File: config.mk
export PLATFORM = sky130hd
export DESIGN_NAME = indirect_access_unit
export DESIGN_NICKNAME = d
export VERILOG_FILES = /design/src/rtl/miu_pkg.sv /design/src/rtl/miu_step.sv /design/src/rtl/miu_decode.sv /design/src/rtl/miu_seq.sv /design/src/rtl/indirect_access_unit.sv
export SDC_FILE = /design/constraint.sdc
export NUM_CORES = 1
export LEC_CHECK = 0
export BUFFER_PORTS_ARGS = -buffer_cell sky130_fd_sc_hd__buf_2
export CELL_PAD_IN_SITES_DETAIL_PLACEMENT = 0
export CELL_PAD_IN_SITES_GLOBAL_PLACEMENT = 1
export CORE_ASPECT_RATIO = 1.25
export CORE_MARGIN = 2
export CORE_UTILIZATION = 42
export DETAILED_ROUTE_END_ITERATION = 7
export PLACE_DENSITY_LB_ADDON = 0.1
export SYNTH_ARGS = -nofsm -noshare
export SYNTH_HDL_FRONTEND = slang
export SYNTH_SLANG_ARGS = --single-unit
export TNS_END_PERCENT = 5
File: constraint.sdc
create_clock -name clk -period 11.2 [get_ports clk]
set_input_delay 1.12 -clock clk [delete_from_list [all_inputs] [get_ports clk]]
set_output_delay 1.12 -clock clk [all_outputs]
set_load 0.02 [all_outputs]
File: src/rtl/miu_pkg.sv
package miu_pkg;

    parameter int MIU_DW = 32;
    parameter int MIU_FW = 16;

    typedef enum logic [1:0] {
        OP_LOAD  = 2'd0,
        OP_STORE = 2'd1,
        OP_INC   = 2'd2,
        OP_DEC   = 2'd3
    } op_e;

    typedef enum logic [2:0] {
        ST_IDLE = 3'd0,
        ST_PTR  = 3'd1,
        ST_RD   = 3'd2,
        ST_WR   = 3'd3,
        ST_FIN  = 3'd4
    } st_e;

    // Plan produced when a command is accepted
    typedef struct packed {
        st_e               first;
        logic [1:0]        hops;
        logic [MIU_DW-1:0] addr;
        logic [MIU_DW-1:0] imm;
        logic              bad;
    } plan_t;

    function automatic logic [MIU_DW-1:0] widen_field(input logic [MIU_FW-1:0] f);
        return {{(MIU_DW-MIU_FW){f[MIU_FW-1]}}, f};
    endfunction

    function automatic logic is_mem_state(input st_e s);
        return (s == ST_PTR) || (s == ST_RD) || (s == ST_WR);
    endfunction

endpackage

File: src/rtl/miu_step.sv
module miu_step #(
    parameter int DW = miu_pkg::MIU_DW
) (
    input  logic [DW-1:0] a,
    input  logic          down,
    output logic [DW-1:0] y
);
    localparam logic [DW-1:0] ONE = DW'(1);

    always_comb begin
        if (down) y = a - ONE;
        else      y = a + ONE;
    end
endmodule

File: src/rtl/miu_decode.sv
module miu_decode
    import miu_pkg::*;
(
    input  logic [1:0]        op,
    input  logic [1:0]        lvl,
    input  logic [MIU_FW-1:0] field,
    input  logic [MIU_DW-1:0] idx,
    output plan_t             plan
);
    op_e               op_t;
    logic [MIU_DW-1:0] idx_step;

    assign op_t = op_e'(op);

    miu_step #(.DW(MIU_DW)) u_idx_step (
        .a    (idx),
        .down (op_t == OP_DEC),
        .y    (idx_step)
    );

    always_comb begin
        plan       = '0;
        plan.first = ST_FIN;
        plan.addr  = widen_field(field);
        if (lvl == 2'd0) begin
            plan.hops = 2'd0;
            unique case (op_t)
                OP_LOAD:  plan.imm = widen_field(field);
                OP_INC,
                OP_DEC:   plan.imm = idx_step;
                OP_STORE: plan.bad = 1'b1;
                default:  plan.imm = '0;
            endcase
        end else begin
            plan.hops = lvl - 2'd1;
            if (plan.hops != 2'd0)
                plan.first = ST_PTR;
            else if (op_t == OP_STORE)
                plan.first = ST_WR;
            else
                plan.first = ST_RD;
        end
    end
endmodule

File: src/rtl/miu_seq.sv
module miu_seq
    import miu_pkg::*;
(
    input  logic              clk,
    input  logic              rst,
    input  logic              start,
    input  logic [1:0]        op,
    input  logic [MIU_DW-1:0] sdata,
    input  plan_t             plan,
    input  logic [MIU_DW-1:0] mem_rdata,
    input  logic              mem_ready,
    output logic              busy,
    output logic              mem_req,
    output logic              mem_we,
    output logic [MIU_DW-1:0] mem_addr,
    output logic [MIU_DW-1:0] mem_wdata,
    output logic              done,
    output logic [MIU_DW-1:0] result,
    output logic              illegal
);
    st_e               st;
    op_e               op_q;
    logic [1:0]        hops_q;
    logic [MIU_DW-1:0] addr_q;
    logic [MIU_DW-1:0] wdata_q;
    logic [MIU_DW-1:0] res_q;
    logic              bad_q;
    logic [MIU_DW-1:0] word_step;

    miu_step #(.DW(MIU_DW)) u_word_step (
        .a    (mem_rdata),
        .down (op_q == OP_DEC),
        .y    (word_step)
    );

    always_ff @(posedge clk) begin
        if (rst) begin
            st      <= ST_IDLE;
            op_q    <= OP_LOAD;
            hops_q  <= '0;
            addr_q  <= '0;
            wdata_q <= '0;
            res_q   <= '0;
            bad_q   <= 1'b0;
        end else begin
            unique case (st)
                ST_IDLE: begin
                    if (start) begin
                        op_q    <= op_e'(op);
                        hops_q  <= plan.hops;
                        addr_q  <= plan.addr;
                        wdata_q <= sdata;
                        res_q   <= plan.imm;
                        bad_q   <= plan.bad;
                        st      <= plan.first;
                    end
                end
                ST_PTR: begin
                    if (mem_ready) begin
                        addr_q <= mem_rdata;
                        hops_q <= hops_q - 2'd1;
                        if (hops_q == 2'd1)
                            st <= (op_q == OP_STORE) ? ST_WR : ST_RD;
                    end
                end
                ST_RD: begin
                    if (mem_ready) begin
                        if (op_q == OP_LOAD) begin
                            res_q <= mem_rdata;
                            st    <= ST_FIN;
                        end else begin
                            res_q   <= word_step;
                            wdata_q <= word_step;
                            st      <= ST_WR;
                        end
                    end
                end
                ST_WR: begin
                    if (mem_ready) st <= ST_FIN;
                end
                ST_FIN: begin
                    bad_q <= 1'b0;
                    st    <= ST_IDLE;
                end
                default: st <= ST_IDLE;
            endcase
        end
    end

    assign busy      = (st != ST_IDLE);
    assign mem_req   = is_mem_state(st);
    assign mem_we    = (st == ST_WR);
    assign mem_addr  = addr_q;
    assign mem_wdata = wdata_q;
    assign done      = (st == ST_FIN);
    assign illegal   = (st == ST_FIN) && bad_q;
    assign result    = res_q;
endmodule

File: src/rtl/indirect_access_unit.sv
module indirect_access_unit
    import miu_pkg::*;
#(
    parameter int DW = MIU_DW,
    parameter int FW = MIU_FW
) (
    input  logic          clk,
    input  logic          rst,
    input  logic          cmd_valid,
    input  logic [1:0]    cmd_op,
    input  logic [1:0]    cmd_lvl,
    input  logic [FW-1:0] cmd_field,
    input  logic [DW-1:0] cmd_wdata,
    input  logic [DW-1:0] idx_in,
    output logic          busy,
    output logic          mem_req,
    output logic          mem_we,
    output logic [DW-1:0] mem_addr,
    output logic [DW-1:0] mem_wdata,
    input  logic [DW-1:0] mem_rdata,
    input  logic          mem_ready,
    output logic          done,
    output logic [DW-1:0] result,
    output logic          illegal
);
    plan_t plan;
    logic  start;

    assign start = cmd_valid && !busy;

    miu_decode u_dec (
        .op    (cmd_op),
        .lvl   (cmd_lvl),
        .field (cmd_field),
        .idx   (idx_in),
        .plan  (plan)
    );

    miu_seq u_seq (
        .clk       (clk),
        .rst       (rst),
        .start     (start),
        .op        (cmd_op),
        .sdata     (cmd_wdata),
        .plan      (plan),
        .mem_rdata (mem_rdata),
        .mem_ready (mem_ready),
        .busy      (busy),
        .mem_req   (mem_req),
        .mem_we    (mem_we),
        .mem_addr  (mem_addr),
        .mem_wdata (mem_wdata),
        .done      (done),
        .result    (result),
        .illegal   (illegal)
    );
endmodule

---- Word level (Yosys, flattened, before mapping) ----
Index checks and enable logic that the tools add are counted.
word-level totals
  bits of input ports ..................... 120
  output and inout bits ................... 101
  word-level logic and storage cells ...... 83
  bits in registers ....................... 104
operators by class
  add/sub/neg operators ................... 6
  multiplexer cells ....................... 33
  equal/unequal tests ..................... 16
  reductions and logical operators ........ 21
operators with widths
  operator                                             count
  two-way mux 32 bit                                   10
  case mux 32 bit (2 select lines)                     4
  adder 32 x 1 -> 32 bit, second input constant        2
  subtractor 32 x 1 -> 32 bit, second input constant   2
  two-way mux 33 bit                                   1
  two-way mux 3 bit                                    7
  case mux 3 bit (4 select lines)                      1
  two-way mux 2 bit                                    4
  != test 2 bit, second input constant                 4
  nonzero test 2 bit                                   4
  equality test 2 x 1 -> 1 bit, second input constant  3
  equality test 2 bit, second input constant           3
  equality test 3 x 2 -> 1 bit, second input constant  2
  zero test 2 bit                                      3
  AND reduction 3 bit                                  2
  AND reduction 5 bit                                  1
  two-way mux 1 bit                                    4
  != test 2 x 1 -> 1 bit, second input constant        2
  case mux 2 bit (2 select lines)                      1
  AND reduction 2 bit                                  2
  AND reduction 4 bit                                  1
  subtractor 2 x 1 -> 2 bit, second input constant     2
  equality test 3 x 1 -> 1 bit, second input constant  1
  equality test 3 bit, second input constant           1
  other kinds (7)                                      9

---- Longest topological paths before layout ----
Gate-level depths: netlist (run 1).
  word-level depth ........................ 6
  gate-level depth with buffers ........... 15
  gate-level depth less buffers ........... 12

---- Hierarchy ----
A second synthesis (run 1) with hierarchy kept.
second synthesis, totals
  cells, all modules ...................... 1295
  area, all modules ....................... 9874.5 µm²
by module, submodules not included
  module                cells an instance  seq. area each (µm²)  instances  area an instance (µm²)
  miu_seq               671                2082.0                1          5611.6
  miu_step              245                0.0                   2          1706.6
  miu_decode            133                0.0                   1          835.8
  indirect_access_unit  1                  0.0                   1          13.8

---- Worst setup path before layout (run 1) ----
Ideal clock, no wire load.
  path kind ............................... input to register
  start ................................... in cmd_op[0]
  end ..................................... reg u_seq.res_q[30] (netlist: u_seq.result[30])
  path buffers ............................ 3
  slack ................................... 6924 ps
  stages on the path ...................... 15
  arrival ................................. 4156 ps
  required time ........................... 11080 ps
  library setup time ...................... 120 ps
  cell sequence ........................... nand2_1 -> clkbuf_1 -> clkbuf_1 -> buf_1 -> xnor2_1 -> ha_1 -> and4_1 -> o21ai_0 -> a211oi_1 -> o221ai_1 -> o21ai_0 -> a21oi_1 -> xnor2_1 -> a221o_1 -> a211o_1
between the ends
  longest elaborated chain between the ends .. 6
  elaborated cells on any way between the ends .. 9
  those cells by class .................... eq/ne (2); mux (5); reduce/logical (2)
RTL lines
  item                                                      RTL line                            source
  start: declaration                                        indirect_access_unit.sv:10          input logic [1:0] cmd_op,
  equality test 2 bit, on equally long branches             miu_decode.sv:17, miu_decode.sv:27
  two-way mux 32 bit or OR reduction 2 bit (tied branches)  miu_step.sv:11, miu_decode.sv:27
  case mux 32 bit (2 select lines) *                        miu_decode.sv:27                    unique case (op_t)
  two-way mux 33 bit *                                      miu_decode.sv:25                    if (lvl == 2'd0) begin
  two-way mux 32 bit *                                      miu_seq.sv:48                       if (start) begin
  case mux 32 bit (2 select lines) *                        miu_seq.sv:46                       unique case (st)
  end signal: assignment                                    miu_seq.sv:53                       res_q <= plan.imm;
  end signal: assignment                                    miu_seq.sv:69                       res_q <= mem_rdata;
  end signal: assignment                                    miu_seq.sv:72                       res_q <= word_step;
  end: declaration                                          miu_seq.sv:26                       logic [MIU_DW-1:0] res_q;
Every way passes the cells marked *; elsewhere a longest branch is shown, timed or not. The select of a mux whose other input is x is not followed.
A chain may end at the register's enable or synchronous reset.

---- Worst setup path after layout (run 1) ----
  start ................................... in cmd_op[0]
  end ..................................... reg u_seq.res_q[28] (netlist: u_seq.result[28])
Same word-level chain as after synthesis.

==> out/metrics.yaml, run 1 <==
postPlaceCellArea_um2: 9680
p_per_area_nw_per_um2: 144
period_share_pct: 38.3
gp_congestion: 0.952
drv_slew: 0
yosysTopAreaCellShare_pct: 24.5
n_fill_cell: 2099
io_pins: 221
max_slew_margin_pct: 26.0
status: "finished clean"
die_y_um: 163
synth_edf_count: 0
fmax_mhz: 233
viasPerCell: 5.96
finalInstanceArea_um2: 9990
h-tree-depth: 3
postCtsResizedCells: 0
portBuffers: 220
cts_buffers: 9
crit_arrival_ps: 4510
skew_ps: 8.09
drt-initial-drc-count: 777
critical_path_buf_inv_count: 4
ir_worst_vdd_mv: 0.0775
power.total_mw: 1.44
avgSynthCellArea_um2: 7.43
placed_cells: 1560
worstSetupStartpointType: "input pin"
wirelength_um: 32700
core_um2: 20000
ys_top_cells_by_count: "nor2_1 (135), nand2_1 (114), dfxtp_1 (104)"
nets: 1456
yosysUniqueCellTypes: 86
ys_ff_latch: 104
worst_pin_slew_ps: 1110
path_depth: 13
numClockSinks: 104
die-area_um2: 21400
vias: 9394
dr.pass1.iters: 5
fin_cells: 1576
routedWlPerCell_um: 20.7
synth_flop_cell: "dfxtp_1"
synthArstFlopShare_pct: 0
fin_ws_ps: 6910
clk_path_buf_depth: 2
setup_violations: 0
cp_slowest_cell: "buf_2"
hold_ws_ps: 456
dp_hpwl_um: 24700
postCtsSetupBuffers: 0
required_ps: 11420
clkPwrFrac_pct: 24.1
crit_path_max_incr_delay_ps: 560
clkLatencyLatePin_ps: 360
hold_depth: 2
antenna_found_initial: 0
utilization_pct: 50.1
syn_to_final_growth_pct: 17.8
yosysSeqAreaShare_pct: 24.5
drive_above_1_share_pct: 22.2
min_period_ps: 4290
path_clk_slew_ps: 70
cp-end-kind: "flop"
r2r_cells: 12
die_w_um: 131
grt_pass1_vias: 8748
diodes: 0
ant_nets: 0
yosysMostFrequentCell: "nor2_1"
power_switching_mw: 0.609
drv_cap: 0
netlist_area_um2: 8490
synthTopCellsByArea: "dfxtp_1 (25%), nor2_1 (6.0%), nand2_1 (5.0%)"
clockRootBuffer: "clkbuf_16"
grt_util_all_layers_pct: 29.8
hold_buffers: 0
cts_tree: "done"
path_max_fanout: 31
hp-class: "flop to flop"
tns_ps: 0
yosys.area.top_type: "dfxtp_1"
yosys_warnings: 0
pwr-share-comb_pct: 42.9
sequentialPowerShare_pct: 33.0
overflow: 0
netlist_instances: 1143
grt_max_degree: 59
p_sw_share_pct: 42.2
grt_first_pass_wirelength_um: 50200
dp_slack_ps: 6530
start_util_pct: 42.5
rows: 58
drc: 0
synthesis.nets: 1298
path_cells: "buf_2 -> nand2_1 -> buf_4 -> inv_1 -> buf_4 -> o22ai_1 -> o31ai_1 -> nand2_1 -> a2bb2oi_1 -> o31ai_1 -> xnor2_1 -> a311oi_1 -> a21oi_1"
worstSetupPathType: "input pin to flop"
leakage_nw: 4.19
critPathTopFamily: "compound AO/OA/AOI/OAI gates"
hold_viol: 0
p_int_mw: 0.833
rsz0062_at_grt: "no"
## placed cells by master, fill, tap and decap left out, drive strengths merged, types with 34 or more instances in the layout
master | Yosys | routed
dfxtp | 104 | 104
buf | 19 | 238
ha | 34 | 34
nand2 | 115 | 115
nor3 | 54 | 54
xnor2 | 46 | 46
a211oi | 54 | 54
o21ai | 69 | 69
nor2 | 136 | 136
a21oi | 78 | 78
## flip-flops by register name, summed over array words and instances, names as in the netlist
| register | count |
|---|---|
| u_seq.hops_q | 2 |
| u_seq.bad_q | 1 |
| u_seq.st | 3 |
| u_seq.result | 32 |
| u_seq.mem_addr | 32 |
| u_seq.op_q | 2 |
| u_seq.mem_wdata | 32 |
## worst min-delay path, cell delays in order (launching register included)
cell and delay (ps):
dfxtp_1 310, nand2_1 50, a21oi_1 50
## layer usage
| metal | GRT usage (%) | wire (um) | part of all wire, % |
|---|---|---|---|
| met1 | 41.3 | 14500 | 44 |
| met2 | 48.9 | 15200 | 47 |
| met3 | 4.48 | 2400 | 7.3 |
| met4 | 7.36 | 527 | 1.6 |
| met5 | 0 | 0 | 0 |
## final timing paths
kind | startpoint | slack (ps) | to
worst max-delay path | cmd_op[0] | 6910 | u_seq.result[28]
worst min-delay path | u_seq.mem_wdata[7] | 460 | u_seq.mem_wdata[7]
worst max register to register | u_seq.op_q[1] | 6950 | u_seq.result[19]
worst min register to register | u_seq.mem_wdata[7] | 460 | u_seq.mem_wdata[7]
## power by group through the flow
stage          logic [mW]  clock network [mW]  registers [mW]
2_1_floorplan       0.334                   0           0.553
3_3_place_gp        0.613                   0           0.482
3_5_place_dp        0.615                   0           0.483
4_1_cts             0.616               0.352           0.475
5_1_grt             0.673               0.368           0.484
6_report            0.619               0.348           0.475
## cells by family after synthesis
logic type / Yosys count / synth area share (%)
simple gates: 419 / 23.4
flops: 104 / 24.5
compound gates: 368 / 29.9
fa+ha+maj: 35 / 5.25
buf+inv: 113 / 5.69
mux: 33 / 3.94
xor+xnor: 71 / 7.33
## area by class of cell
class	count	area [um^2]	share of cell area (%)
Clock buffer	11	253	2.53
Inverter	22	82.6	0.826
Sequential cell	104	2080	20.8
Timing Repair Buffer	238	1240	12.4
Tap cell	270	338	3.38
Clock inverter	5	62.6	0.626
Multi-Input combinational cell	926	5940	59.4
No activity file was read; power rests on OpenSTA's default activity.
==> run 2, diff against run 1 <==
CORE_UTILIZATION = 39   (was 42)
clock period = 4 ns   (was 11.2 ns; I/O delays follow)
==> run 2 against run 1 <==
Compared with the run above:
- hold slack got worse by 170 ps
- clock power rose to 2.6 times the previous value
- clock skew barely moved
- global-route usage fell by 1.0 points
- first-iteration DRC count fell by 24%
- sequential power rose to 2.8 times the previous value
- critical endpoint is now u_seq.result[31]
- largest power group unchanged
==> out/metrics.yaml, run 2 (synthesized netlist as in run 1, its figures left out) <==
status: "finished clean"
routedWlPerCell_um: 21.1
die-area_um2: 23000
path_max_fanout: 19
tns_ps: 0
io_pins: 221
dp_slack_ps: 383
hold_buffers: 0
final_common_cell: "buf_2"
path_depth: 13
met3_length_um: 2260
worst_pin_slew_ps: 1220
dr.pass1.iters: 5
cp-end-kind: "flop"
path_cells: "nand2_1 -> inv_1 -> buf_4 -> ha_1 -> inv_1 -> or4_4 -> or4_1 -> o32a_2 -> a21oi_4 -> a2111oi_0 -> a311oi_1 -> or4b_1 -> o211ai_2"
r2r_slack_ps: 310
numClockSinks: 104
start_util_pct: 39.5
drv_slew: 0
clkLatencyLatePin_ps: 370
max_slew_margin_pct: 18.7
layout_common_cells: "buf_2 (219), nor2_1 (134), nand2_1 (113)"
dp_hpwl_um: 25500
die_w_um: 136
postCtsResizedCells: 0
nets: 1465
worst_hold_startpoint: "cmd_wdata[5]"
drt-initial-drc-count: 589
crit_top_cell: "inv_1"
path_clk_slew_ps: 80
worstSetupStartpointType: "flop"
rr_endpoint: "u_seq.result[31]"
portBuffers: 220
dr_wl_met2_um: 15800
overflow: 0
hold_end: "u_seq.mem_wdata[5]"
syn_to_final_growth_pct: 18.6
clockRootBuffer: "clkbuf_16"
required_ps: 4240
grt_first_pass_wirelength_um: 51100
routed.top_layer: "met4"
m1WireLength_um: 14900
period_share_pct: 92.2
p_per_area_nw_per_um2: 397
ir_worst_vdd_mv: 0.257
clk_path_buf_depth: 2
crit_path_max_incr_delay_ps: 540
setup_violations: 0
drv_cap: 0
rows: 60
crit_arrival_ps: 3930
grt_util_all_layers_pct: 28.8
h-tree-depth: 3
hp-class: "input pin to flop"
cts_buffers: 9
wirelength_um: 33600
leakage_nw: 4.22
worstSetupPathType: "flop to flop"
drive_above_1_share_pct: 22.7
skew_ps: 7.86
postCtsSetupBuffers: 0
vias: 9480
rsz0062_at_grt: "no"
critical_path_buf_inv_count: 3
core_um2: 21500
timing.rr.start: "u_seq.op_q[1]"
r2r_cells: 13
cp_slowest_cell: "or4_4"
drc: 0
gp_congestion: 0.924
diodes: 0
viasPerCell: 5.95
min_period_ps: 3690
fin_ws_ps: 312
die_y_um: 169
cts_tree: "done"
critPathTopFamily: "simple AND/OR/NAND/NOR gates"
antenna_found_initial: 0
fmax_mhz: 271
hold_depth: 3
grt_pass1_vias: 8711
grt_max_degree: 51
hold_viol: 0
ant_nets: 0
-- run 2: cell types whose count changed in the layout (fill, tap and decap cells not counted), sizes merged --
cell	delta
clkbuf	-1
bufinv	-1
buf	+9
clkinv	+2
-- run 2: worst register-to-register path, cell delays in order (launching register included) --
cell and delay [ps]:
dfxtp_1 440, nand2_1 130, inv_1 210, buf_4 310, ha_1 240, inv_1 140, or4_4 540, or4_1 520
o32a_2 250, a21oi_4 160, a2111oi_0 80, a311oi_1 320, or4b_1 170, o211ai_2 60
-- run 2: worst max-delay path by stage --
stage / endpoint / startpoint
floorplan: u_seq.result[19] / u_seq.op_q[1]
global placement: u_seq.result[31] / u_seq.op_q[1]
detailed placement: u_seq.result[31] / u_seq.op_q[0]
CTS: u_seq.result[31] / u_seq.op_q[1]
global route: u_seq.result[23] / u_seq.op_q[1]
finish: u_seq.result[31] / u_seq.op_q[1]
-- run 2: layout make-up --
| class | instances | area, um^2 |
|---|---|---|
| fillers | 2293 | 11400 |
| clock buffers | 10 | 239 |
| multi-input cells | 926 | 5940 |
| well taps | 279 | 349 |
| clock inverters | 6 | 50.0 |
| repair buffers | 247 | 1320 |
| flip-flops and latches | 104 | 2080 |
| inverters | 22 | 82.6 |
-- run 2: per-layer routing --
metal  global-route usage, %  up-vias
li1                        -     4584
met1                    39.9     4472
met2                    47.3      385
met3                    3.47       39
met4                    7.29        0
met5                       0        -
-- run 2: metrics by stage --
stage	cell area [um^2]	total power [mW]	utilization (%)	hold slack (ps)	instances
after floorplan	8490	2.48	-	455	1143
after global placement	9770	3.10	45.5	444	1578
after detailed placement	9770	3.11	45.5	450	1578
after CTS	10100	4.00	46.9	285	1594
after global routing	10100	4.22	46.9	293	1594
final	10100	3.99	46.9	283	1594
-- run 2: report_power, final --
part | internal (mW) | switching [mW]
registers | 1.22 | 0.113
clock network | 0.448 | 0.455
logic | 0.593 | 1.16
